### src/rtl/fifonote_pkg.sv
package fifonote_pkg;

    localparam int BYTE_W    = 8;
    localparam int THR_FLD_W = 6;
    localparam int THR_W     = THR_FLD_W + 1;
    localparam int WORD_W    = 16;

    // Bit positions inside the configuration word
    localparam int TX_THR_LSB   = 0;
    localparam int TX_FLUSH_BIT = 6;
    localparam int TX_DMA_BIT   = 7;
    localparam int RX_THR_LSB   = 8;
    localparam int RX_FLUSH_BIT = 14;
    localparam int RX_DMA_BIT   = 15;
    localparam int SIZE_LSB     = 14;

    typedef logic [BYTE_W-1:0] byte_t;

    typedef enum logic {
        DIR_TX = 1'b0,
        DIR_RX = 1'b1
    } dir_e;

    typedef struct packed {
        logic [THR_FLD_W-1:0] thr_m1;
        logic                 dma_en;
    } dir_cfg_t;

    typedef struct packed {
        logic ready;
        logic drain;
        logic dma;
    } dir_req_t;

    function automatic int depth_of(input int code);
        return 8 << code;
    endfunction

    function automatic logic [THR_W-1:0] thr_decode(input logic [THR_FLD_W-1:0] fld);
        return {1'b0, fld} + THR_W'(1);
    endfunction

    function automatic dir_cfg_t cfg_field(input logic [WORD_W-1:0] w, input dir_e d);
        dir_cfg_t c;
        if (d == DIR_TX) begin
            c.thr_m1 = w[TX_THR_LSB +: THR_FLD_W];
            c.dma_en = w[TX_DMA_BIT];
        end else begin
            c.thr_m1 = w[RX_THR_LSB +: THR_FLD_W];
            c.dma_en = w[RX_DMA_BIT];
        end
        return c;
    endfunction

    function automatic logic [WORD_W-1:0] cfg_pack(input dir_cfg_t tx, input dir_cfg_t rx);
        logic [WORD_W-1:0] w;
        w = '0;
        w[TX_THR_LSB +: THR_FLD_W] = tx.thr_m1;
        w[TX_DMA_BIT]              = tx.dma_en;
        w[RX_THR_LSB +: THR_FLD_W] = rx.thr_m1;
        w[RX_DMA_BIT]              = rx.dma_en;
        return w;
    endfunction

endpackage

### src/rtl/fifonote_fifo.sv
module fifonote_fifo
    import fifonote_pkg::*;
#(
    parameter int   DEPTH = 16,
    parameter dir_e SIDE  = DIR_TX,
    localparam int  AW    = $clog2(DEPTH),
    localparam int  LW    = AW + 1
) (
    input  logic          clk,
    input  logic          rst,
    input  logic          flush,
    input  logic          push,
    input  byte_t         push_data,
    input  logic          pop,
    output byte_t         head,
    output logic [LW-1:0] level,
    output logic          sh_moved
);

    byte_t          mem [DEPTH];
    logic [AW-1:0]  wp_q;
    logic [AW-1:0]  rp_q;
    logic [LW-1:0]  lvl_q;
    logic           push_ok;
    logic           pop_ok;

    assign push_ok = push && !flush && (lvl_q != LW'(DEPTH));
    assign pop_ok  = pop  && !flush && (lvl_q != '0);

    always_ff @(posedge clk) begin
        if (rst || flush) begin
            wp_q  <= '0;
            rp_q  <= '0;
            lvl_q <= '0;
        end else begin
            if (push_ok) wp_q <= wp_q + AW'(1);
            if (pop_ok)  rp_q <= rp_q + AW'(1);
            case ({push_ok, pop_ok})
                2'b10:   lvl_q <= lvl_q + LW'(1);
                2'b01:   lvl_q <= lvl_q - LW'(1);
                default: lvl_q <= lvl_q;
            endcase
        end
    end

    always_ff @(posedge clk) begin
        if (push_ok) mem[wp_q] <= push_data;
    end

    assign head  = mem[rp_q];
    assign level = lvl_q;

    // The shifter pops the transmit queue and pushes the receive queue
    generate
        if (SIDE == DIR_TX) begin : g_tx_side
            assign sh_moved = pop_ok;
        end else begin : g_rx_side
            assign sh_moved = push_ok;
        end
    endgenerate

endmodule

### src/rtl/fifonote_regs.sv
module fifonote_regs
    import fifonote_pkg::*;
#(
    parameter int CNT_W = 16
) (
    input  logic              clk,
    input  logic              rst,
    input  logic              cfg_wr,
    input  logic [WORD_W-1:0] cfg_wdata,
    input  logic              cnt_wr,
    input  logic [CNT_W-1:0]  cnt_wdata,
    input  logic [1:0]        dec_amt,
    output dir_cfg_t          tx_cfg,
    output dir_cfg_t          rx_cfg,
    output logic              tx_flush,
    output logic              rx_flush,
    output logic [CNT_W-1:0]  cnt
);

    dir_cfg_t         tx_q;
    dir_cfg_t         rx_q;
    logic [CNT_W-1:0] cnt_q;
    logic [CNT_W-1:0] dec_w;

    assign dec_w = CNT_W'(dec_amt);

    always_ff @(posedge clk) begin
        if (rst) begin
            tx_q <= '0;
            rx_q <= '0;
        end else if (cfg_wr) begin
            tx_q <= cfg_field(cfg_wdata, DIR_TX);
            rx_q <= cfg_field(cfg_wdata, DIR_RX);
        end
    end

    always_ff @(posedge clk) begin
        if (rst) begin
            cnt_q <= '0;
        end else if (cnt_wr) begin
            cnt_q <= cnt_wdata;
        end else if (dec_amt != 2'd0) begin
            cnt_q <= (cnt_q > dec_w) ? (cnt_q - dec_w) : '0;
        end
    end

    // Flush bits are strobes: acted on at the write edge, never stored
    assign tx_flush = cfg_wr && cfg_wdata[TX_FLUSH_BIT];
    assign rx_flush = cfg_wr && cfg_wdata[RX_FLUSH_BIT];
    assign tx_cfg   = tx_q;
    assign rx_cfg   = rx_q;
    assign cnt      = cnt_q;

endmodule

### src/rtl/fifonote_notify.sv
module fifonote_notify
    import fifonote_pkg::*;
#(
    parameter dir_e DIR   = DIR_TX,
    parameter int   DEPTH = 16,
    parameter int   CNT_W = 16,
    localparam int  LW    = $clog2(DEPTH) + 1
) (
    input  dir_cfg_t         cfg,
    input  logic [LW-1:0]    level,
    input  logic [CNT_W-1:0] cnt,
    output dir_req_t         req
);

    logic [31:0] thr32;
    logic [31:0] cnt32;
    logic [31:0] avail32;
    logic        cnt_live;
    logic        cnt_short;

    assign thr32 = 32'(thr_decode(cfg.thr_m1));
    assign cnt32 = 32'(cnt);

    // Transmit side counts free slots, receive side counts stored bytes
    generate
        if (DIR == DIR_TX) begin : g_free
            assign avail32 = 32'(DEPTH) - 32'(level);
        end else begin : g_fill
            assign avail32 = 32'(level);
        end
    endgenerate

    assign cnt_live  = (cnt32 != 32'd0);
    assign cnt_short = (cnt32 < thr32);

    assign req.ready = cnt_live && !cnt_short && (avail32 >= thr32);
    assign req.drain = cnt_live && cnt_short;
    assign req.dma   = cfg.dma_en && (req.ready || req.drain);

endmodule

### src/rtl/i2c_fifo_notify.sv
module i2c_fifo_notify
    import fifonote_pkg::*;
#(
    parameter int  SIZE_CODE = 1,
    parameter int  CNT_W     = 16,
    localparam int DEPTH     = depth_of(SIZE_CODE),
    localparam int LW        = $clog2(DEPTH) + 1
) (
    input  logic             clk,
    input  logic             rst,
    input  logic             cfg_wr,
    input  logic [15:0]      cfg_wdata,
    output logic [15:0]      cfg_rdata,
    output logic [15:0]      buf_status,
    input  logic             cnt_wr,
    input  logic [CNT_W-1:0] cnt_wdata,
    output logic [CNT_W-1:0] cnt_rdata,
    input  logic             host_tx_push,
    input  logic [7:0]       host_tx_data,
    input  logic             host_rx_pop,
    output logic [7:0]       host_rx_data,
    input  logic             sh_tx_req,
    output logic [7:0]       sh_tx_data,
    input  logic             sh_rx_valid,
    input  logic [7:0]       sh_rx_data,
    output logic             tx_ready,
    output logic             tx_drain,
    output logic             rx_ready,
    output logic             rx_drain,
    output logic             tx_dma_req,
    output logic             rx_dma_req,
    output logic             tx_udf,
    output logic             rx_ovr
);

    dir_cfg_t         tx_cfg;
    dir_cfg_t         rx_cfg;
    logic             tx_flush;
    logic             rx_flush;
    logic [CNT_W-1:0] cnt_q;
    logic [LW-1:0]    tx_lvl;
    logic [LW-1:0]    rx_lvl;
    logic             tx_moved;
    logic             rx_moved;
    logic [1:0]       dec_amt;
    logic             tx_udf_q;
    logic             rx_ovr_q;

    dir_cfg_t         dcfg [2];
    logic [LW-1:0]    dlvl [2];
    dir_req_t         dreq [2];

    assign dec_amt = {1'b0, tx_moved} + {1'b0, rx_moved};

    fifonote_regs #(.CNT_W(CNT_W)) u_regs (
        .clk       (clk),
        .rst       (rst),
        .cfg_wr    (cfg_wr),
        .cfg_wdata (cfg_wdata),
        .cnt_wr    (cnt_wr),
        .cnt_wdata (cnt_wdata),
        .dec_amt   (dec_amt),
        .tx_cfg    (tx_cfg),
        .rx_cfg    (rx_cfg),
        .tx_flush  (tx_flush),
        .rx_flush  (rx_flush),
        .cnt       (cnt_q)
    );

    fifonote_fifo #(.DEPTH(DEPTH), .SIDE(DIR_TX)) u_txq (
        .clk       (clk),
        .rst       (rst),
        .flush     (tx_flush),
        .push      (host_tx_push),
        .push_data (host_tx_data),
        .pop       (sh_tx_req),
        .head      (sh_tx_data),
        .level     (tx_lvl),
        .sh_moved  (tx_moved)
    );

    fifonote_fifo #(.DEPTH(DEPTH), .SIDE(DIR_RX)) u_rxq (
        .clk       (clk),
        .rst       (rst),
        .flush     (rx_flush),
        .push      (sh_rx_valid),
        .push_data (sh_rx_data),
        .pop       (host_rx_pop),
        .head      (host_rx_data),
        .level     (rx_lvl),
        .sh_moved  (rx_moved)
    );

    assign dcfg[0] = tx_cfg;
    assign dcfg[1] = rx_cfg;
    assign dlvl[0] = tx_lvl;
    assign dlvl[1] = rx_lvl;

    generate
        for (genvar d = 0; d < 2; d++) begin : g_dir
            fifonote_notify #(
                .DIR   ((d == 0) ? DIR_TX : DIR_RX),
                .DEPTH (DEPTH),
                .CNT_W (CNT_W)
            ) u_note (
                .cfg   (dcfg[d]),
                .level (dlvl[d]),
                .cnt   (cnt_q),
                .req   (dreq[d])
            );
        end
    endgenerate

    always_ff @(posedge clk) begin
        if (rst) begin
            tx_udf_q <= 1'b0;
            rx_ovr_q <= 1'b0;
        end else begin
            tx_udf_q <= sh_tx_req && (tx_lvl == '0);
            rx_ovr_q <= sh_rx_valid && (rx_lvl == LW'(DEPTH));
        end
    end

    assign cfg_rdata  = cfg_pack(tx_cfg, rx_cfg);
    assign buf_status = {2'(SIZE_CODE), {SIZE_LSB{1'b0}}};
    assign cnt_rdata  = cnt_q;
    assign tx_ready   = dreq[0].ready;
    assign tx_drain   = dreq[0].drain;
    assign tx_dma_req = dreq[0].dma;
    assign rx_ready   = dreq[1].ready;
    assign rx_drain   = dreq[1].drain;
    assign rx_dma_req = dreq[1].dma;
    assign tx_udf     = tx_udf_q;
    assign rx_ovr     = rx_ovr_q;

endmodule

### config.mk
export PLATFORM = sky130hd
export DESIGN_NAME = i2c_fifo_notify
export DESIGN_NICKNAME = d
export VERILOG_FILES = /design/src/rtl/fifonote_pkg.sv /design/src/rtl/fifonote_fifo.sv /design/src/rtl/fifonote_regs.sv /design/src/rtl/fifonote_notify.sv /design/src/rtl/i2c_fifo_notify.sv
export SDC_FILE = /design/constraint.sdc
export NUM_CORES = 1
export LEC_CHECK = 0
export ABC_AREA = 0
export BUFFER_PORTS_ARGS = -buffer_cell sky130_fd_sc_hd__buf_2
export CAP_MARGIN = 15
export CORE_MARGIN = 1
export CORE_UTILIZATION = 30
export CTS_CLUSTER_SIZE = 8
export DETAILED_ROUTE_END_ITERATION = 6
export SLEW_MARGIN = 20
export SYNTH_ARGS = -nofsm -noshare
export SYNTH_HDL_FRONTEND = slang
export SYNTH_HIERARCHICAL = 1
export SYNTH_SLANG_ARGS = --single-unit
### constraint.sdc
create_clock -name clk -period 9.7 [get_ports clk]
set_input_delay 0.485 -clock clk [delete_from_list [all_inputs] [get_ports clk]]
set_output_delay 0.485 -clock clk [all_outputs]
set_load 0.005 [all_outputs]
==> reports/qor.yml, run 1 <==
critical_path:
  crit_buf_inv: 0
  cp-end-kind: "flop"
  slowest_delay_ns: 0.75
  cp_max_fo: 12
  crit_path_start_kind: "flop"
  worstSetupPathType: "reg -> reg"
  arrival_ns: 4.21
  crit_chain: "nor4_2, a21oi_1, ha_1, ha_1, fa_1, a21oi_1, nand4b_1, o21ai_1, a221oi_1"
  crit_slowest_cell: "a21oi_1"
  crit_family: "compound AO/OA/AOI/OAI gates"
  cp.required_ns: 10.17
flow_run:
  drv_cap: 0
clock_tree:
  cts_buffer_depth: 3
  hold_buffers: 0
  clk_latency_ns: 0.57
  postCtsSetupBuffers: 0
  clock-root-buffer: "clkbuf_16"
  clkTransAtPathRegs_ns: 0.05
  cts-resized-gates: 0
  htree_num_levels: 2
  cts_sinks: 322
  cts_inserted_buffers: 47
  cts_tree: "built"
timing:
  tightestPinTransition_ns: 1.09
  grt_setup_unrepaired: "no"
  post-route-period-util_pct: 38.5
  fmax_ghz: 0.268
  finalSetupViolCount: 0
  maxSlewViolCount: 0
  finalClockSkew_ns: 0.0185
  fin_crit_ns: 3.74
  hold_violations: 0
  relSlewSlack_pct: 27.0
  whs_ns: 0.165
  tns_ns: 0
route:
  num_vias: 8464
  drc: 0
  wl_per_cell_um: 18.5
  wirelength_um: 31400
  ant_nets: 0
  detail_route.iter0.violations: 544
  avgViaCountPerCell: 4.97
  dr.pass1.iters: 4
layout:
  drive_gt1_share_pct: 22.6
  nNetsFinal: 1159
  antenna_cells: 0
  fin_cells: 1702
  fill_cells: 4549
  area_growth_pct: 16.7
logic_synthesis:
  yosysTopAreaCell: "edfxtp_1"
  yosys.area.top_type_share_pct: 52.6
  synth.yosys.seq_area_share_pct: 61.7
  synthArstFlopShare_pct: 0
  synth_edf_count: 256
  yosys.cell_types.count: 87
  avgSynthCellArea_um2: 15.6
  synth-seq-cells: 322
  post-synth-top-count-cell: "edfxtp_1"
  ys.flop_type: "edfxtp_1"
  synth_warnings: 6
  ys_top_cells_by_area: "edfxtp_1 (53%), dfxtp_1 (9.0%), mux4_1 (6.8%)"
  synth_cells: 939
  syn_area_um2: 14600
  synth_common_cells: "edfxtp_1 (256), nor2_1 (95), dfxtp_1 (66)"
global_route:
  grt_antenna_before_repair: 0
  grt_pass1_vias: 8447
  grt_first_pass_wirelength_um: 49200
  grt_util_all_layers_pct: 12.8
  overflow: 0
  grt_max_degree: 39
floorplan:
  die_x_um: 223
  io_pins: 128
  die_area_um2: 49600
  core_um2: 47800
  start_util_pct: 30.5
  die_h_um: 223
  row_count: 80
status:
  outcome: "completed"
placed_design:
  dpl.hpwl_um: 20900
  io_buffers: 109
  gp_congestion: 0.778
  dp.cells: 1625
power_and_ir_drop:
  pwr_density_cell_nw_per_um2: 202
  power.total_uw: 3440
  p_leak_uw: 0.00589
  irDropWorstVdd_mv: 0.118
min_path:
  hp-class: "in -> reg"
cell usage in the layout, fill, tap and decap left out, types with 7 or more instances in the layout:
cell,n
edfxtp_1,256
buf_2,109
nor2_1,94
dfxtp_1,62
clkbuf_16,47
ha_1,43
mux4_2,42
mux4_1,38
nand2_1,33
inv_1,28
clkbuf_1,23
xor2_1,19
mux2i_1,19
conb_1,18
a21oi_1,18
nor3_1,14
xnor2_1,12
nor4_1,11
nand2b_1,11
nand3_1,10
o21ai_0,10
o211ai_1,9
buf_4,9
a31oi_1,7
o21ai_1,7
or4_1,7
per-layer routing:
metal | track usage (%) | share of wire [%] | up-vias
met5 | 0 | 0 | -
met4 | 5.25 | 2.5 | 0
met3 | 2.34 | 4.9 | 46
met2 | 20.5 | 48 | 259
met1 | 17.0 | 45 | 4247
li1 | - | - | 3912
cell families after synthesis:
logic type / share of synthesized area [%]
XOR/XNOR: 2.02
buffers and inverters: 3.56
AO/OA/AOI/OAI: 5.60
multiplexers: 14.6
flip-flops: 61.7
AND/OR/NAND/NOR: 8.64
adder cells (fa/ha/maj): 3.82
other: 0.0514
stage by stage:
| stage | setup WS [ns] | util [%] | cell area [um^2] |
|---|---|---|---|
| floorplan | 6.11 | - | 14700 |
| global placement | 5.68 | 32.7 | 15600 |
| detailed placement | 5.55 | 32.7 | 15600 |
| CTS | 6.00 | 35.6 | 17000 |
| global route | 5.56 | 35.6 | 17000 |
| finish | 5.96 | 35.6 | 17000 |
flip-flops by register name (all words and copies together) (netlist names), 4 cells and up, named ones only:
name and cells:
u_txq/level 5, u_rxq/mem 128, u_txq/mem 128, u_regs/tx_cfg 7, u_txq/rp_q 4, u_txq/wp_q 4, u_regs/cnt 16, u_rxq/level 5
u_rxq/wp_q 4, u_regs/rx_cfg 7, u_rxq/rp_q 4
final timing paths:
| path | start | endpoint | slack (ns) | cells past startpoint |
|---|---|---|---|---|
| max | u_rxq/level[2] | u_regs/cnt[7] | 5.96 | 9 |
| min reg2reg | u_txq/rp_q[3] | u_txq/rp_q[3] | 0.51 | 2 |
| min | cfg_wdata[0] | u_regs/tx_cfg[1] | 0.16 | 3 |
| max reg2reg | u_rxq/level[2] | u_regs/cnt[7] | 5.96 | 9 |
final cells by class:
class	instances	area, um^2	area share (%)
repair buffers	118	613	3.60
clock inverters	7	139	0.815
well taps	615	769	4.51
flip-flops and latches	322	9020	52.9
inverters	29	109	0.639
multi-input cells	541	5140	30.1
clock buffers	70	1260	7.41
tightest hold or removal path, cell delays in order:
cell     delay, ns
buf_2         0.07
mux2i_1       0.05
nor2_1        0.07
where the power goes:
group | switching (uW) | total, uW | leakage (uW) | internal, uW
Sequential | 54.1 | 1570 | 0.00285 | 1520
Clock | 584 | 1530 | 0.000671 | 950
Combinational | 173 | 332 | 0.00236 | 159
Total | 810 | 3440 | 0.00589 | 2630
Note: power is estimated with default switching activity, not from simulation.
==> run 2: changes to the inputs <==
clock period = 3.7 ns   (was 9.7 ns; I/O delays follow)
==> run 2 against run 1 <==
  * Global-route usage increased by 0.47 points
  * Clock skew decreased by 0.0097 ns
  * Clock power increased to 2.7 times the previous value
  * Combinational power increased to 2.9 times the previous value
  * Critical path type unchanged
  * Critical endpoint unchanged
==> reports/qor.yml, run 2 (same netlist as run 1, synthesis figures left out) <==
status:
  outcome: "completed"
critical_path:
  crit_slowest_cell: "dfxtp_1"
  crit_chain: "nor4_4, a21oi_2, ha_1, ha_1, fa_1, a21oi_1, nand4b_1, o21ai_1, a221oi_1"
  cp_max_fo: 13  # +1
  path_common_cell: "ha_1"
  crit_family: "compound AO/OA/AOI/OAI gates"
  cp-end-kind: "flop"
  crit_path_start_kind: "flop"
  worstSetupPathType: "reg -> reg"
  arrival_ns: 3.80  # -0.41 ns
  crit_buf_inv: 0  # unchanged
  cp.required_ns: 4.16  # -6.01 ns
  slowest_delay_ns: 0.62  # -0.13 ns
route:
  wl_per_cell_um: 18.4  # -0.63%
  dr.pass1.iters: 5  # +1
  wirelength_um: 32500  # +3.5%
  avgViaCountPerCell: 4.92  # -1.0%
  met3WireLength_um: 1460  # -4.8%
  ant_nets: 0  # unchanged
  num_vias: 8721  # +3.0%
  detail_route.iter0.violations: 558  # +2.6%
  met1_length_um: 14400  # +1.8%
  maxUsedRoutingLayer: "met4"
  drc: 0  # unchanged
  wl_met2_um: 15900  # +5.9%
timing:
  maxSlewViolCount: 0  # unchanged
  whs_ns: 0.0413  # -0.124 ns
  tightestPinTransition_ns: 1.11  # +0.0164 ns
  finalClockSkew_ns: 0.00879  # -0.00969 ns
  post-route-period-util_pct: 90.3  # +52 points
  fmax_ghz: 0.299  # +12%
  tns_ns: 0  # unchanged
  relSlewSlack_pct: 25.9  # -1.1 points
  finalSetupViolCount: 0  # unchanged
  hold_violations: 0  # unchanged
  grt_setup_unrepaired: "no"
  fin_crit_ns: 3.34  # -0.396 ns
layout:
  layout_commonest_cell: "edfxtp_1"
  area_growth_pct: 21.3
  antenna_cells: 0  # unchanged
  drive_gt1_share_pct: 22.0  # -0.59 points
  nNetsFinal: 1227  # +5.9%
  layout_common_cells: "edfxtp_1 (256), buf_2 (109), nor2_1 (95)"
clock_tree:
  cts_sinks: 322  # unchanged
  cts_inserted_buffers: 47  # unchanged
  hold_buffers: 57  # +57
  clk_latency_ns: 0.57  # about the same
  cts-resized-gates: 0  # unchanged
  htree_num_levels: 2  # unchanged
  postCtsSetupBuffers: 0  # unchanged
  cts_tree: "built"
  clock-root-buffer: "clkbuf_16"
  cts_buffer_depth: 3  # unchanged
  clkTransAtPathRegs_ns: 0.05  # about the same
power_and_ir_drop:
  pwr_density_cell_nw_per_um2: 516  # +160%
  p_leak_uw: 0.00621  # +5.6%
  irDropWorstVdd_mv: 0.333  # +180%
global_route:
  grt_max_degree: 33  # -15%
  overflow: 0  # unchanged
  grt_antenna_before_repair: 0  # unchanged
  grt_first_pass_wirelength_um: 51100  # +4.0%
  grt_util_all_layers_pct: 13.2  # +0.47 points
  grt_pass1_vias: 8925  # +5.7%
placed_design:
  dpl.hpwl_um: 21700  # +4.1%
  io_buffers: 109  # unchanged
  gp_congestion: 0.813  # +4.5%
floorplan:
  core_um2: 47800  # unchanged
  start_util_pct: 30.5  # unchanged
  die_h_um: 223  # unchanged
  die_x_um: 223  # unchanged
  row_count: 80  # unchanged
  io_pins: 128  # unchanged
  die_area_um2: 49600  # unchanged
flow_run:
  drv_cap: 0  # unchanged
min_path:
  hp-class: "in -> reg"
run 2: cell types whose count changed in the layout (fill, tap and decap cells not counted):
cell / previous run / this run
nor2_2: 2 / 1
dfxtp_4: 1 / 0
dlygate4sd3_1: 0 / 57
clkinv_1: 2 / 1
nor2_1: 94 / 95
clkbuf_1: 23 / 25
buf_4: 9 / 20
clkbuf_8: 0 / 2
dfxtp_2: 3 / 2
dfxtp_1: 62 / 64
clkinv_2: 1 / 0
run 2: final timing paths:
kind	endpoint	depth (start not counted)	slack [ns]	from
setup / recovery	u_regs/cnt[7]	9	0.36	u_txq/level[2]
hold / removal	u_txq/mem[5][2]	1	0.04	host_tx_data[2]
setup reg to reg	u_regs/cnt[7]	9	0.36	u_txq/level[2]
hold reg to reg	u_txq/rp_q[3]	2	0.51	u_txq/rp_q[3]
run 2: layout make-up:
cell class                 count  area, um^2
clock buffer                  74        1300
clock inverter                 5         130
fill                        4428       30100
inverter                      29         109
multi-input combinational    541        5140
sequential                   322        9010
tap                          615         769
timing repair buffer         186        1270
run 2: where the power goes:
group	internal [uW]	total [uW]	switching, uW
clock	2540	4090	1550
sequential	3980	4090	117
combinational	468	965	497
run 2: per-stage QoR:
stage | setup slack, ns | power (uW) | cell area, um^2 | cells | utilization (%)
floorplan | 0.412 | 4790 | 14700 | 955 | -
global placement | 0.427 | 5060 | 15700 | 1636 | 32.9
global route | 0.109 | 9530 | 17700 | 1772 | 37.0
CTS | 0.322 | 9280 | 17700 | 1772 | 37.0
detailed placement | 0.338 | 5080 | 15700 | 1636 | 32.9
finish | 0.359 | 9150 | 17700 | 1772 | 37.0
run 2: per-layer routing:
layer	vias up	track usage (%)
li1	4055	-
met1	4395	17.1
met2	225	22.2
met3	46	2.57
met4	0	4.61
met5	-	0
